--- src/rtl/pwr_idle_pkg.sv ---
package pwr_idle_pkg;

  typedef enum logic [1:0] {
    IDLE_FORCE   = 2'd0,
    IDLE_NEVER   = 2'd1,
    IDLE_SMART   = 2'd2,
    IDLE_SMART_W = 2'd3
  } idle_mode_e;

  typedef struct packed {
    idle_mode_e mode;
    logic       wake_en;
    logic       auto_gate;
  } cfg_t;

  // Policy decision: may an idle request be granted this cycle
  function automatic logic ack_allowed(idle_mode_e m, logic busy, logic irq_any);
    case (m)
      IDLE_FORCE:   ack_allowed = 1'b1;
      IDLE_NEVER:   ack_allowed = 1'b0;
      default:      ack_allowed = !busy && !irq_any;
    endcase
  endfunction

  // Register image of the configuration fields
  function automatic logic [31:0] pack_cfg(cfg_t c);
    pack_cfg = {27'd0, c.mode, c.wake_en, 1'b0, c.auto_gate};
  endfunction

  function automatic cfg_t unpack_cfg(logic [31:0] w);
    cfg_t c;
    c.mode      = idle_mode_e'(w[4:3]);
    c.wake_en   = w[2];
    c.auto_gate = w[0];
    unpack_cfg  = c;
  endfunction

endpackage

--- src/rtl/pwr_cfg_regs.sv ---
module pwr_cfg_regs
  import pwr_idle_pkg::*;
#(
  parameter int ADDR_W    = 12,
  parameter int CFG_ADDR  = 'h010,
  parameter int STAT_ADDR = 'h114,
  parameter int RST_CYC   = 4
) (
  input  logic              clk,
  input  logic              rst_n,
  input  logic              wr_en,
  input  logic [ADDR_W-1:0] addr,
  input  logic [31:0]       wdata,
  output cfg_t              cfg,
  output logic              rst_done,
  output logic              soft_rst_fire,
  output logic [31:0]       rd_data
);
  localparam int CNT_W = $clog2(RST_CYC + 1);

  logic [CNT_W-1:0] rst_cnt;
  logic             cfg_hit;

  assign cfg_hit       = wr_en && (addr == ADDR_W'(CFG_ADDR));
  assign rst_done      = (rst_cnt == '0);
  assign soft_rst_fire = cfg_hit && rst_done && wdata[1];

  always_ff @(posedge clk or negedge rst_n) begin
    if (!rst_n) begin
      cfg     <= '0;
      rst_cnt <= '0;
    end else if (!rst_done) begin
      rst_cnt <= rst_cnt - 1'b1;
    end else if (soft_rst_fire) begin
      cfg     <= '0;
      rst_cnt <= CNT_W'(RST_CYC);
    end else if (cfg_hit) begin
      cfg     <= unpack_cfg(wdata);
    end
  end

  always_comb begin
    if (addr == ADDR_W'(CFG_ADDR))       rd_data = pack_cfg(cfg);
    else if (addr == ADDR_W'(STAT_ADDR)) rd_data = {31'd0, rst_done};
    else                                 rd_data = '0;
  end

endmodule

--- src/rtl/pwr_idle_hs.sv ---
module pwr_idle_hs
  import pwr_idle_pkg::*;
(
  input  logic clk,
  input  logic rst_n,
  input  cfg_t cfg,
  input  logic idle_req,
  input  logic busy,
  input  logic irq_any,
  input  logic wake_evt,
  output logic idle_ack,
  output logic wakeup,
  output logic wake_fire
);
  logic grant;

  assign grant     = idle_req && ack_allowed(cfg.mode, busy, irq_any);
  assign wake_fire = idle_ack && idle_req && (cfg.mode == IDLE_SMART_W)
                     && cfg.wake_en && wake_evt;

  always_ff @(posedge clk or negedge rst_n) begin
    if (!rst_n) begin
      idle_ack <= 1'b0;
      wakeup   <= 1'b0;
    end else begin
      idle_ack <= grant;
      wakeup   <= idle_req && (wakeup || wake_fire);
    end
  end

endmodule

--- src/rtl/pwr_idle_ctl.sv ---
module pwr_idle_ctl
  import pwr_idle_pkg::*;
#(
  parameter int ADDR_W    = 12,
  parameter int IRQ_W     = 4,
  parameter int CFG_ADDR  = 'h010,
  parameter int STAT_ADDR = 'h114,
  parameter int RST_CYC   = 4
) (
  input  logic              clk,
  input  logic              rst_n,
  input  logic              req_valid,
  input  logic              req_write,
  input  logic [ADDR_W-1:0] req_addr,
  input  logic [31:0]       req_wdata,
  output logic [31:0]       rd_data,
  input  logic              bus_pending,
  input  logic [IRQ_W-1:0]  irq_status,
  input  logic              wake_evt,
  input  logic              idle_req,
  output logic              idle_ack,
  output logic              wakeup,
  output logic              clk_gate_en
);
  cfg_t cfg;
  logic rst_done;
  logic soft_rst_fire;
  logic wake_fire;
  logic bus_busy;
  logic irq_any;

  assign bus_busy    = bus_pending || req_valid;
  assign irq_any     = |irq_status;
  assign clk_gate_en = cfg.auto_gate && !bus_busy;

  pwr_cfg_regs #(
    .ADDR_W(ADDR_W), .CFG_ADDR(CFG_ADDR), .STAT_ADDR(STAT_ADDR), .RST_CYC(RST_CYC)
  ) i_regs (
    .clk(clk), .rst_n(rst_n), .wr_en(req_valid && req_write), .addr(req_addr),
    .wdata(req_wdata), .cfg(cfg), .rst_done(rst_done),
    .soft_rst_fire(soft_rst_fire), .rd_data(rd_data)
  );

  pwr_idle_hs i_hs (
    .clk(clk), .rst_n(rst_n), .cfg(cfg), .idle_req(idle_req), .busy(bus_busy),
    .irq_any(irq_any), .wake_evt(wake_evt), .idle_ack(idle_ack),
    .wakeup(wakeup), .wake_fire(wake_fire)
  );

endmodule

--- config.mk ---
export PLATFORM = sky130hd
export DESIGN_NAME = pwr_idle_ctl
export DESIGN_NICKNAME = d
export VERILOG_FILES = /design/src/rtl/pwr_idle_pkg.sv /design/src/rtl/pwr_cfg_regs.sv /design/src/rtl/pwr_idle_hs.sv /design/src/rtl/pwr_idle_ctl.sv
export SDC_FILE = /design/constraint.sdc
export NUM_CORES = 1
export LEC_CHECK = 0
export BUFFER_PORTS_ARGS = -buffer_cell sky130_fd_sc_hd__clkbuf_2
export CAP_MARGIN = 5
export CELL_PAD_IN_SITES_DETAIL_PLACEMENT = 1
export CELL_PAD_IN_SITES_GLOBAL_PLACEMENT = 2
export CORE_MARGIN = 4
export CORE_UTILIZATION = 16
export CTS_CLUSTER_DIAMETER = 30
export DETAILED_ROUTE_END_ITERATION = 6
export GPL_ROUTABILITY_DRIVEN = 0
export GPL_TIMING_DRIVEN = 0
export PLACE_DENSITY = 0.84
export SLEW_MARGIN = 20
export SYNTH_ARGS = -nofsm -noshare
export SYNTH_HDL_FRONTEND = slang
export SYNTH_SLANG_ARGS = --single-unit
--- constraint.sdc ---
create_clock -name clk -period 4.3 [get_ports clk]
set_clock_uncertainty 0.05 [all_clocks]
set_input_delay 0.43 -clock clk [delete_from_list [all_inputs] [get_ports clk]]
set_output_delay 0.43 -clock clk [all_outputs]
set_load 0.01 [all_outputs]
==> results of run 1 <==
-- per-layer routing --
| metal | vias up | wire (um) |
|---|---|---|
| li1 | 335 | - |
| met1 | 291 | 636 |
| met2 | 32 | 990 |
| met3 | 5 | 223 |
| met4 | 0 | 38 |
| met5 | - | 0 |
-- layout make-up --
| cell class | count | area (um^2) |
|---|---|---|
| Buffer | 28 | 210.2 |
| Clock buffer | 4 | 45.04 |
| Fill cell | 541 | 3269 |
| Multi-Input combinational cell | 68 | 399.1 |
| Sequential cell | 9 | 225.2 |
| Tap cell | 52 | 65.06 |
| Timing Repair Buffer | 34 | 170.2 |
-- state kept, by name, indices dropped and copies added (netlist names) --
signal	cells
i_regs.cfg	4
i_regs.rst_cnt	3
i_hs.idle_ack	1
i_hs.wakeup	1
-- cells in the final DEF (no fill, tap or decap), types with 2 or more instances in the layout --
cell type,instances
clkbuf_2,34
and2_1,5
nor2b_1,6
nand2_1,5
nand3_1,2
clkbuf_8,3
and3_1,3
nor2_1,5
conb_1,28
buf_4,28
dfrtp_1,9
mux2_4,4
-- stage by stage --
step / util (%) / instance area [um^2] / setup slack [ns] / std cells / total power [mW]
final: 25.43 / 1115 / 2.103 / 195 / 0.2370
after global placement: 24.40 / 1070 / 2.081 / 191 / 0.1384
after floorplan: - / 834.6 / 2.360 / 105 / 0.1219
after global routing: 25.43 / 1115 / 2.001 / 195 / 0.2521
after detailed placement: 24.40 / 1070 / 2.072 / 191 / 0.1390
after CTS: 25.43 / 1115 / 2.070 / 195 / 0.2411
-- cell families (layout without fill, tap and decap cells) --
group,count (synthesis),count (layout),share of synthesized area (%)
and+or+nand+nor,32,32,28.50
DFF,9,9,30.72
AOI/OAI and AO/OA,4,4,3.412
muxes,4,4,8.191
buffers and inverters,28,66,28.67
other,1,28,0.5115
-- power groups by stage --
stage               combinational [mW]  sequential [mW]  clock [mW]
CTS                             0.0520           0.0858       0.103
detailed placement              0.0520           0.0871           0
global route                    0.0596           0.0858       0.107
floorplan                       0.0346           0.0873           0
finish                          0.0528           0.0858      0.0984
global placement                0.0514           0.0871           0
-- how the worst max path moves through the flow --
stage | startpoint | to | slack, ns | depth (start not counted)
6_report | req_addr[6] | rd_data[3] | 2.10 | 6
5_1_grt | req_addr[6] | rd_data[3] | 2.00 | 6
2_1_floorplan | req_addr[6] | rd_data[2] | 2.36 | 4
3_5_place_dp | req_addr[6] | rd_data[3] | 2.07 | 6
4_1_cts | req_addr[6] | rd_data[3] | 2.07 | 6
3_3_place_gp | req_addr[6] | rd_data[3] | 2.08 | 6
==> flow_summary.ini, run 1 <==
[drt]
dr.pass1.iters = 3
vias = 663
drc_errors = 0
first_iter_violations = 14
final_antenna_net_count = 0
vias_per_cell = 3.400
totalWireLength_um = 1888
detail_route.wl_per_cell_um = 9.682

[timing]
fin_crit_ns = 2.197
period_share_pct = 51.09
max_freq_mhz = 455.2
finalMaxSlewViolations = 0
rsz0062_at_grt = false
setup_tns_ns = 0
hold_violations = 9
setup_violations = 0
hold_slack_ns = -0.006601

[worst_setup_path]
rrSetupSlack_ns = 2.65
r2r_end = i_regs.cfg[1]$_DFFE_PN0P_
crit_chain = clkbuf_2, or4_4, nor3_4, and3_1, and2_1, clkbuf_2
worst_ep_arrival_time_ns = 1.72
worst_r2r_startpoint = i_regs.rst_cnt[2]$_DFFE_PN0P_
crit_family = simple AND/OR/NAND/NOR gates
critPathBufInv = 2
crit_top_cell = clkbuf_2
cp.required_ns = 3.82
start_kind = primary input
cp_slowest_cell = or4_4
ff2ff_path_depth = 4
max_stage_delay_ns = 0.53
cp-end-kind = output port
critPathKind = in2out
critPathMaxFanout = 4

[pwr]
irDropWorstVdd_v = 0.00006386
p_clk_share_pct = 41.5
leakagePower_nw = 0.6453
pwr-share-comb_pct = 22.3
p_sw_share_pct = 24.54
p_seq_share_pct = 36.2
power.density_mw_per_mm2 = 212.6
p_sw_uw = 58.17
p_int_uw = 178.8

[run]
maxCapViolCount = 0

[global_route]
grt_pass1_vias = 719
met2_usage_pct = 12.37
grt_max_degree = 10
met1_usage_pct = 7.558
antenna_found_initial = 0
met3_usage_pct = 2.639
grtUsageTotal_pct = 7.118
grt_pass1_wl_um = 3036
overflow = 0
top_usage_layer = met2

[floorplanning]
coreArea_mm2 = 0.004384
start_util_pct = 16.72
die-width_um = 75.70
dieArea_mm2 = 0.005730
pin_count = 90
dieHeight_um = 75.70
rows = 24

[cts]
h-tree-depth = 1
cts.clk_slew.worst_paths_ns = 0.05
insertion_delay_ns = 0.23
cts_hold_buf = 0
cts_tree = done
clockBufferDepth = 2
cts_root_buf = clkbuf_8
clock_sinks = 9
post_cts_buffers = 0
cts_resized = 0
cts_buffers = 3

[synthesis]
synth.avg_cell_area_um2 = 9.400
netlist_instances = 78
yosysMostFrequentCell = buf_4
yosysWarnings = 0
synth-seq-area-share_pct = 30.72
syn_area_um2 = 733.2
ys_ff_latch = 9
synth_edf_count = 0
async_reset_ff_share_pct = 100.0
synth_top_area_share_pct = 30.72
synth_area_leaders = dfrtp_1, buf_4, mux2_4, nor2b_1, and2_1
ys_top_cells_by_count = buf_4, dfrtp_1, nor2b_1
synth.distinct_cells = 20
synth_top_area_cell = dfrtp_1
synthFlopType = dfrtp_1

[placement]
dp_hpwl_um = 1748
port-buffer-count = 34

[status]
status = complete, but fails checks
violations = negative hold slack

[min_path]
hold_path.class = in2async

[cells_and_area]
final_layout_size_suffix_gt1_share_pct = 51.05
syn_to_final_growth_pct = 52.05
num_antenna_cells = 0
final_nets = 199
(Power assumes the default switching activity.)
==> run 2, diff against run 1 <==
CORE_UTILIZATION = 13   (was 16)
PLACE_DENSITY = 0.73   (was 0.84)
clock period = 2 ns   (was 4.3 ns; I/O delays follow)
==> run 2 against run 1 <==
Effect of this change:
- the run now ends clean
- register-to-register slack got worse by 2.3 ns
- final cell count rose by 11%
- global-route usage fell by 1.7 points
- via count fell by 0.75%
- combinational power rose by 120%
- count of clock-buffer cells in the layout did not move
- sequential power rose by 120%
- total power rose by 110%
- die area rose by 21%
- utilization fell by 4.4 points
- largest power group unchanged
- highest routed layer is now met3
==> flow_summary.ini, run 2 (same netlist as run 1, synthesis figures left out) <==
[pwr]
leakagePower_nw = 0.6495
p_seq_share_pct = 36.8
p_clk_share_pct = 40.3
p_int_uw = 385.2
p_sw_uw = 116.9
power.density_mw_per_mm2 = 436.6
irDropWorstVdd_v = 0.0001342
p_sw_share_pct = 23.28
pwr-share-comb_pct = 22.9

[cells_and_area]
largest_register = i_regs.cfg
final_nets = 200
final_layout_size_suffix_gt1_share_pct = 50.69
syn_to_final_growth_pct = 56.83
largest_reg_flops = 4
reg_top3 = i_regs.cfg: 4 flops, i_regs.rst_cnt: 3 flops
final_area_mm2 = 0.001150
utilization_pct = 21.01
layout_common_cells = clkbuf_2, buf_4, conb_1, dfrtp_1, nor2b_1
num_antenna_cells = 0
fillers = 695
final_common_cell = clkbuf_2

[drt]
drc_errors = 0
vias_per_cell = 3.046
vias = 658
final_antenna_net_count = 0
dr.pass1.iters = 4
totalWireLength_um = 1847
detail_route.wl_per_cell_um = 8.551
first_iter_violations = 10

[cts]
cts_tree = done
insertion_delay_ns = 0.22
cts_buffers = 3
cts_root_buf = clkbuf_8
h-tree-depth = 1
cts.clk_slew.worst_paths_ns = 0.04
clock_sinks = 9
cts_resized = 0
clockBufferDepth = 2

[min_path]
hold_end = i_hs.idle_ack$_DFF_PN0_
worst_hold_startpoint = idle_req
min_path_cells = 2
hold_path.class = in2reg

[worst_setup_path]
cp.required_ns = 1.75
worst_r2r_startpoint = i_regs.rst_cnt[2]$_DFFE_PN0P_
cp-end-kind = output port
start_kind = primary input
rrSetupSlack_ns = 0.31
crit_chain = clkbuf_2, or4_4, nor3_4, and3_1, and2_1, clkbuf_2
critPathKind = in2out
max_stage_delay_ns = 0.53
critPathMaxFanout = 4
crit_top_cell = clkbuf_2
worst_ep_arrival_time_ns = 1.48
cp_slowest_cell = or4_4
ff2ff_path_depth = 4
r2r_end = i_regs.cfg[0]$_DFFE_PN0P_

[timing]
period_share_pct = 86.32
setup_violations = 0
hold_violations = 0
fin_crit_ns = 1.726
finalMaxSlewViolations = 0
setup_tns_ns = 0
layout_setup_ws_ns = 0.2737
rsz0062_at_grt = false
max_freq_mhz = 579.3

[global_route]
overflow = 0
antenna_found_initial = 0
grt_pass1_wl_um = 3146
grt_max_degree = 10
grt_pass1_vias = 698
grtUsageTotal_pct = 5.441

[floorplanning]
start_util_pct = 13.40
dieArea_mm2 = 0.006906
rows = 27
pin_count = 90
dieHeight_um = 83.10
die-width_um = 83.10
coreArea_mm2 = 0.005473

[run]
maxCapViolCount = 0

[status]
status = completed

[placement]
port-buffer-count = 34
dp_hpwl_um = 1737
pre_cts_slack_ns = 0.2456
dpl-instance-area_mm2 = 0.001095
## run 2: area by class of cell
| cell class | instances | area [um^2] | area share [%] |
|---|---|---|---|
| Tap cell | 72 | 90.09 | 7.835 |
| Multi-Input combinational cell | 68 | 399.1 | 34.71 |
| Sequential cell | 9 | 225.2 | 19.59 |
| Timing Repair Buffer | 35 | 180.2 | 15.67 |
| Buffer | 28 | 210.2 | 18.28 |
| Clock buffer | 4 | 45.04 | 3.917 |
## run 2: worst max path at each step
stage	from	endpoint	slack, ns	cells after the start
6_report	req_addr[6]	rd_data[2]	0.27	6
4_1_cts	req_addr[6]	rd_data[4]	0.25	6
5_1_grt	req_addr[6]	rd_data[2]	0.16	6
2_1_floorplan	req_addr[6]	i_regs.cfg[0]$_DFFE_PN0P_	0.40	4
3_5_place_dp	req_addr[6]	rd_data[4]	0.25	6
3_3_place_gp	req_addr[6]	rd_data[2]	0.25	6
## run 2: power by group through the flow
stage	Combinational, mW	Sequential [mW]	Clock [mW]
CTS	0.113	0.185	0.212
floorplan	0.0744	0.188	0
finish	0.115	0.185	0.203
global placement	0.111	0.187	0
global route	0.129	0.185	0.221
detailed placement	0.111	0.187	0
## run 2: per-layer routing
metal | vias up | global-route usage (%) | part of all wire [%]
met1 | 290 | 6.179 | 38
met4 | 0 | 2.229 | 0
met3 | 0 | 1.984 | 11
met5 | - | 0 | 0
met2 | 33 | 9.184 | 51
li1 | 335 | - | -
## run 2: worst max-delay path, delay by kind of cell
| kind | cells | cell delay, ns |
|---|---|---|
| buffers and inverters | 2 | 0.21 |
| AND/OR/NAND/NOR | 4 | 1.07 |
## run 2: timing repair
item	4_1_cts	5_1_grt
endpoints found under the hold margin	9	0
setup buffers	0	0
hold buffers	1	0
## run 2: metrics by stage
| step | total power [mW] | std cells | hold WS (ns) |
|---|---|---|---|
| after floorplan | 0.2620 | 105 | -0.1456 |
| after global placement | 0.2980 | 211 | 0.01585 |
| after detailed placement | 0.2988 | 211 | 0.01948 |
| after CTS | 0.5097 | 216 | 0.1565 |
| after global routing | 0.5343 | 216 | 0.1767 |
| final | 0.5021 | 216 | 0.1571 |
